==> src/rtl/bl_loop_pkg.sv <==
package bl_loop_pkg;
  typedef enum logic [1:0] {
    OPC_OTHER = 2'b00,
    OPC_OPEN  = 2'b01,
    OPC_CLOSE = 2'b10,
    OPC_ALT   = 2'b11
  } opc_e;
endpackage

==> src/rtl/bl_stack.sv <==
module bl_stack #(
  parameter int W = 8,
  parameter int D = 8
) (
  input  logic         clk,
  input  logic         rst_n,
  input  logic         push_i,
  input  logic         pop_i,
  input  logic [W-1:0] din_i,
  output logic [W-1:0] top_o,
  output logic         full_o,
  output logic         empty_o
);
  localparam int CW = $clog2(D + 1);
  localparam int AW = (D > 1) ? $clog2(D) : 1;

  logic [CW-1:0] cnt_q, cnt_d;
  logic [W-1:0]  mem_q [D];
  logic [CW-1:0] top_idx;

  always_comb begin
    cnt_d = cnt_q;
    if (push_i && !full_o)      cnt_d = cnt_q + 1'b1;
    else if (pop_i && !empty_o) cnt_d = cnt_q - 1'b1;
  end

  always_ff @(posedge clk or negedge rst_n) begin
    if (!rst_n) cnt_q <= '0;
    else        cnt_q <= cnt_d;
  end

  always_ff @(posedge clk) begin
    if (push_i && !full_o) mem_q[cnt_q[AW-1:0]] <= din_i;
  end

  assign top_idx = cnt_q - 1'b1;
  assign top_o   = mem_q[top_idx[AW-1:0]];
  assign full_o  = (cnt_q == CW'(D));
  assign empty_o = (cnt_q == '0);
endmodule

==> src/rtl/bl_index.sv <==
module bl_index #(
  parameter int PC_W = 8
) (
  input  logic            clk,
  input  logic            rst_n,
  input  logic [PC_W-1:0] rd_addr_i,
  output logic            rd_valid_o,
  output logic [PC_W-1:0] rd_end_o,
  input  logic            wr_en_i,
  input  logic [PC_W-1:0] wr_addr_i,
  input  logic [PC_W-1:0] wr_end_i
);
  localparam int N = 1 << PC_W;

  logic [N-1:0]    vld_q;
  logic [PC_W-1:0] end_q [N];

  for (genvar g = 0; g < N; g++) begin : g_ent
    logic hit;
    assign hit = wr_en_i && (wr_addr_i == PC_W'(g));
    always_ff @(posedge clk or negedge rst_n) begin
      if (!rst_n)   vld_q[g] <= 1'b0;
      else if (hit) vld_q[g] <= 1'b1;
    end
    always_ff @(posedge clk) begin
      if (hit) end_q[g] <= wr_end_i;
    end
  end

  assign rd_valid_o = vld_q[rd_addr_i];
  assign rd_end_o   = end_q[rd_addr_i];
endmodule

==> src/rtl/bl_loop_ctrl.sv <==
module bl_loop_ctrl #(
  parameter int PC_W    = 8,
  parameter int STACK_D = 8
) (
  input  logic            clk,
  input  logic            rst_n,
  input  logic            step_i,
  input  logic [1:0]      op_i,
  input  logic [PC_W-1:0] pc_i,
  input  logic            cell_zero_i,
  output logic            res_valid_o,
  output logic [PC_W-1:0] res_pc_o,
  output logic            res_skip_o,
  output logic            err_o
);
  import bl_loop_pkg::*;
  localparam int DW = $clog2(STACK_D + 1);

  logic rst_m_q, rst_sync_n;
  always_ff @(posedge clk or negedge rst_n) begin
    if (!rst_n) begin
      rst_m_q    <= 1'b0;
      rst_sync_n <= 1'b0;
    end else begin
      rst_m_q    <= 1'b1;
      rst_sync_n <= rst_m_q;
    end
  end

  opc_e op;
  assign op = opc_e'(op_i);

  logic            push, pop, full, empty;
  logic [PC_W-1:0] top;
  logic            idx_vld, idx_we;
  logic [PC_W-1:0] idx_end;

  bl_stack #(.W(PC_W), .D(STACK_D)) stack_i (
    .clk(clk), .rst_n(rst_sync_n), .push_i(push), .pop_i(pop),
    .din_i(pc_i), .top_o(top), .full_o(full), .empty_o(empty)
  );

  bl_index #(.PC_W(PC_W)) index_i (
    .clk(clk), .rst_n(rst_sync_n), .rd_addr_i(pc_i), .rd_valid_o(idx_vld),
    .rd_end_o(idx_end), .wr_en_i(idx_we), .wr_addr_i(top), .wr_end_i(pc_i)
  );

  logic            scan_q, scan_d;
  logic [DW-1:0]   depth_q, depth_d;
  logic            err_q, err_d;
  logic            rv_q;
  logic [PC_W-1:0] rpc_q, rpc_d;
  logic            rskip_q, rskip_d;
  logic [PC_W-1:0] pc_inc;

  assign pc_inc = pc_i + 1'b1;

  always_comb begin
    push    = 1'b0;
    pop     = 1'b0;
    idx_we  = 1'b0;
    scan_d  = scan_q;
    depth_d = depth_q;
    err_d   = err_q;
    rpc_d   = rpc_q;
    rskip_d = rskip_q;
    if (step_i) begin
      rpc_d   = pc_inc;
      rskip_d = 1'b0;
      if (err_q) begin
        rpc_d = pc_i;
      end else if (scan_q) begin
        rskip_d = 1'b1;
        unique case (op)
          OPC_OPEN: begin
            if (full) begin
              err_d   = 1'b1;
              rpc_d   = pc_i;
              rskip_d = 1'b0;
            end else begin
              push    = 1'b1;
              depth_d = depth_q + 1'b1;
            end
          end
          OPC_CLOSE: begin
            if (empty) begin
              err_d   = 1'b1;
              rpc_d   = pc_i;
              rskip_d = 1'b0;
            end else begin
              pop     = 1'b1;
              idx_we  = 1'b1;
              depth_d = depth_q - 1'b1;
              if (depth_q == DW'(1)) scan_d = 1'b0;
            end
          end
          default: ;
        endcase
      end else begin
        unique case (op)
          OPC_OPEN: begin
            if (cell_zero_i && idx_vld) begin
              rpc_d = idx_end + 1'b1;
            end else if (full) begin
              err_d = 1'b1;
              rpc_d = pc_i;
            end else begin
              push = 1'b1;
              if (cell_zero_i) begin
                scan_d  = 1'b1;
                depth_d = DW'(1);
              end
            end
          end
          OPC_CLOSE: begin
            if (empty) begin
              err_d = 1'b1;
              rpc_d = pc_i;
            end else if (cell_zero_i) begin
              pop = 1'b1;
            end else begin
              rpc_d = top + 1'b1;
            end
          end
          default: ;
        endcase
      end
    end
  end

  always_ff @(posedge clk or negedge rst_sync_n) begin
    if (!rst_sync_n) begin
      scan_q  <= 1'b0;
      depth_q <= '0;
      err_q   <= 1'b0;
      rv_q    <= 1'b0;
      rpc_q   <= '0;
      rskip_q <= 1'b0;
    end else begin
      scan_q  <= scan_d;
      depth_q <= depth_d;
      err_q   <= err_d;
      rv_q    <= step_i;
      if (step_i) begin
        rpc_q   <= rpc_d;
        rskip_q <= rskip_d;
      end
    end
  end

  assign res_valid_o = rv_q;
  assign res_pc_o    = rpc_q;
  assign res_skip_o  = rskip_q;
  assign err_o       = err_q;
endmodule

==> config.mk <==
export PLATFORM = sky130hd
export DESIGN_NAME = bl_loop_ctrl
export DESIGN_NICKNAME = d
export VERILOG_FILES = /design/src/rtl/bl_loop_pkg.sv /design/src/rtl/bl_stack.sv /design/src/rtl/bl_index.sv /design/src/rtl/bl_loop_ctrl.sv
export SDC_FILE = /design/constraint.sdc
export NUM_CORES = 2
export LEC_CHECK = 0
export CORE_MARGIN = 3
export CORE_UTILIZATION = 40
export CTS_CLUSTER_DIAMETER = 120
export DETAILED_ROUTE_END_ITERATION = 6
export DONT_BUFFER_PORTS = 1
export GPL_TIMING_DRIVEN = 1
export SYNTH_ARGS = -nofsm -noshare
export SYNTH_HDL_FRONTEND = slang
export SYNTH_SLANG_ARGS = --single-unit
==> constraint.sdc <==
create_clock -name clk -period 20 [get_ports clk]
set_clock_uncertainty 0.05 [all_clocks]
set_input_delay 3 -clock clk [delete_from_list [all_inputs] [get_ports clk]]
set_output_delay 3 -clock clk [all_outputs]
set_load 0.02 [all_outputs]
==> flow_summary.json <==
{
  "synth_flop_cell": "edfxtp_1",
  "core-area_sq_um": 236000,
  "critPathMaxFanout": 184,
  "ctsResizeCount": 0,
  "post-route-drc-count": 0,
  "path_class": "input port to flop",
  "drtIter0Drc": 5895,
  "power_density_nw_per_um2": 96.5,
  "area_delta_synth_final_pct": 11.1,
  "die_h_um": 493,
  "setup_violations": 0,
  "clk_pin_slew_ns": 0.06,
  "ff_latch_area_sq_um": 70400,
  "finalCriticalPeriod_ns": 8.67,
  "rsz0062_at_grt": "false",
  "synth.distinct_cells": 82,
  "die_w_um": 493,
  "postCtsSetupBuffers": 0,
  "antenna_found_initial": 11,
  "power.leakage_nw": 35.5,
  "final_cell_mix": "edfxtp_1, mux4_2, nor2_1",
  "routabilityCongestion": 0.847,
  "syn-cell-area_sq_um": 94900,
  "yosysSeqAreaShare_pct": 74.1,
  "hold_buffers": 0,
  "first_pass_iters": 6,
  "cts.sinks": 2390,
  "fillers": 20172,
  "postSynthCellCount": 4927,
  "synth_nets": 4954,
  "r2r_cells": 8,
  "dieArea_sq_um": 243000,
  "cts_tree": "done",
  "reg2reg_from": "stack_i.cnt_q[0]",
  "cts_buffers": 228,
  "vias": 48326,
  "cts_root_buf": "clkbuf_16",
  "peakVddDrop_mv": 0.0794,
  "fin_nets": 4959,
  "start_util_pct": 40.3,
  "clock.fmax_mhz": 115,
  "crit_path_start_kind": "input port",
  "setup_tns_ns": 0,
  "cp-end-kind": "flop",
  "final_common_cell": "edfxtp_1",
  "synth_edf_count": 2112,
  "multi_input_area_sq_um": 22800,
  "yosys_warnings": 0,
  "hpwl_mm": 138,
  "ant_nets": 0,
  "syn_area_per_cell_sq_um": 19.3,
  "worst_ep_arrival_time_ns": 9.10,
  "status": "finished with violations",
  "r2r_slack_ns": 13.83,
  "hold_class": "flop to asynchronous set/reset pin",
  "htreeDepth": 4,
  "io_pins": 25,
  "clk_latency_ns": 0.86,
  "grt_usage_pct": 20.3,
  "drive_gt1_share_pct": 24.0,
  "ys_seq_elements": 2390,
  "slew_viol_final": 502,
  "maxSlewHeadroom_pct": -50.2,
  "portBuffers": 0,
  "routedWlPerCell_um": 30.0,
  "worst_pin_slew_ns": 2.25,
  "r2r_end": "index_i.end_q[228][2]",
  "required_ns": 20.42,
  "hold_violations": 0,
  "grt_pass1_wl_mm": 358,
  "grt.overflow.total": 0,
  "grt_max_degree": 717,
  "postLayoutCoreUtil_pct": 44.8,
  "via_per_inst": 5.83,
  "cts.path.max_buffers": 3,
  "wl_mm": 249,
  "grt_pass1_vias": 48025,
  "fin_crit_sh_pct": 43.4,
  "violations": "slew limit",
  "async_flop_share_pct": 11.6,
  "rows": 178,
  "cap_violations": 0
}
-- stage by stage --
stage	cells	instance area [sq um]	power (mW)	worst slack [ns]	hold slack (ns)
after detailed placement	7852	97900	5.92	10.39	0.233
after global placement	7852	97900	5.92	10.60	0.229
after floorplan	4927	94900	5.82	11.63	0.281
after CTS	8287	105000	10.2	11.32	0.240
final	8294	105000	10.2	11.33	0.211
after global routing	8287	105000	10.5	10.91	0.258
-- report_power, final --
part	total (mW)	leakage [nW]	internal, mW	switching [mW]
clock network	4.36	3.71	2.48	1.88
logic	0.380	8.96	0.157	0.223
registers	5.44	22.8	5.44	0.00696
-- layout make-up --
| class | instances | share of cell area, % |
|---|---|---|
| Multi-Input combinational cell | 2224 | 21.6 |
| Clock inverter | 112 | 1.08 |
| Timing Repair Buffer | 62 | 0.598 |
| Sequential cell | 2390 | 66.7 |
| Clock buffer | 323 | 6.13 |
| Antenna cell | 7 | 0.0166 |
| Inverter | 26 | 0.0973 |
| Tap cell | 3150 | 3.74 |
-- layer usage --
metal,global-route usage [%],wire (um)
met1,29.2,104000
met2,30.7,115000
met3,4.77,21100
met4,6.62,8450
met5,0,33
-- state kept, by name, summed over array words and instances, names as in the netlist --
register / flops
res_skip_o: 1
index_i.vld_q: 256
rst_m_q: 1
err_o: 1
res_pc_o: 8
scan_q: 1
rst_sync_n: 1
index_i.end_q: 2048
res_valid_o: 1
stack_i.cnt_q: 4
depth_q: 4
stack_i.mem_q: 64
-- cell usage after synthesis (all sizes together), types with 19 or more instances --
master	number	area [sq um]
buf	158	1330
clkbuf	129	484
a22oi	68	510
nand3	56	280
a211oi	22	165
mux2	22	248
nand2	173	649
inv	26	97.6
a22o	22	193
a21oi	80	400
and3	40	250
dfrtp	278	6960
edfxtp	2112	63400
a221oi	27	243
nor2	283	1060
nor2b	20	125
o221ai	28	245
mux2i	268	2680
or2	258	1610
nor3	19	95.1
o22ai	56	350
o21ai	74	370
a31oi	20	125
mux4	510	11500
-- how the worst max path moves through the flow --
stage	startpoint	endpoint	cells past startpoint
final	pc_i[0]	stack_i.mem_q[0][7]	14
after global routing	pc_i[0]	stack_i.mem_q[0][7]	14
after CTS	pc_i[0]	stack_i.mem_q[0][1]	13
after detailed placement	pc_i[0]	stack_i.mem_q[0][5]	13
after global placement	pc_i[0]	stack_i.mem_q[0][1]	14
after floorplan	rst_sync_n	depth_q[0]	0
-- cells by family (layout without fill, tap and decap cells) --
family,Yosys count,count (layout),synth area share (%)
AO/OA/AOI/OAI,484,484,3.58
flip-flops,2390,2390,74.1
multiplexers,800,800,15.2
buffers and inverters,313,523,2.02
other,1,8,0.00395
AND/OR/NAND/NOR,903,903,4.69
XOR/XNOR,23,23,0.220
adder cells (fa/ha/maj),13,13,0.171
-- worst max-delay path, stage by stage --
cell and delay (ns):
buf_16 0.40, buf_16 0.49, buf_16 0.48, buf_16 0.64, mux4_2 0.62, a22oi_1 0.21, a21oi_1 0.09, o21ai_0 0.49
a211oi_1 0.25, o211ai_2 0.20, buf_4 0.22, o2111ai_2 0.22, or2_2 0.40, nor3_1 0.84
Note: power is estimated with default switching activity, not from simulation.
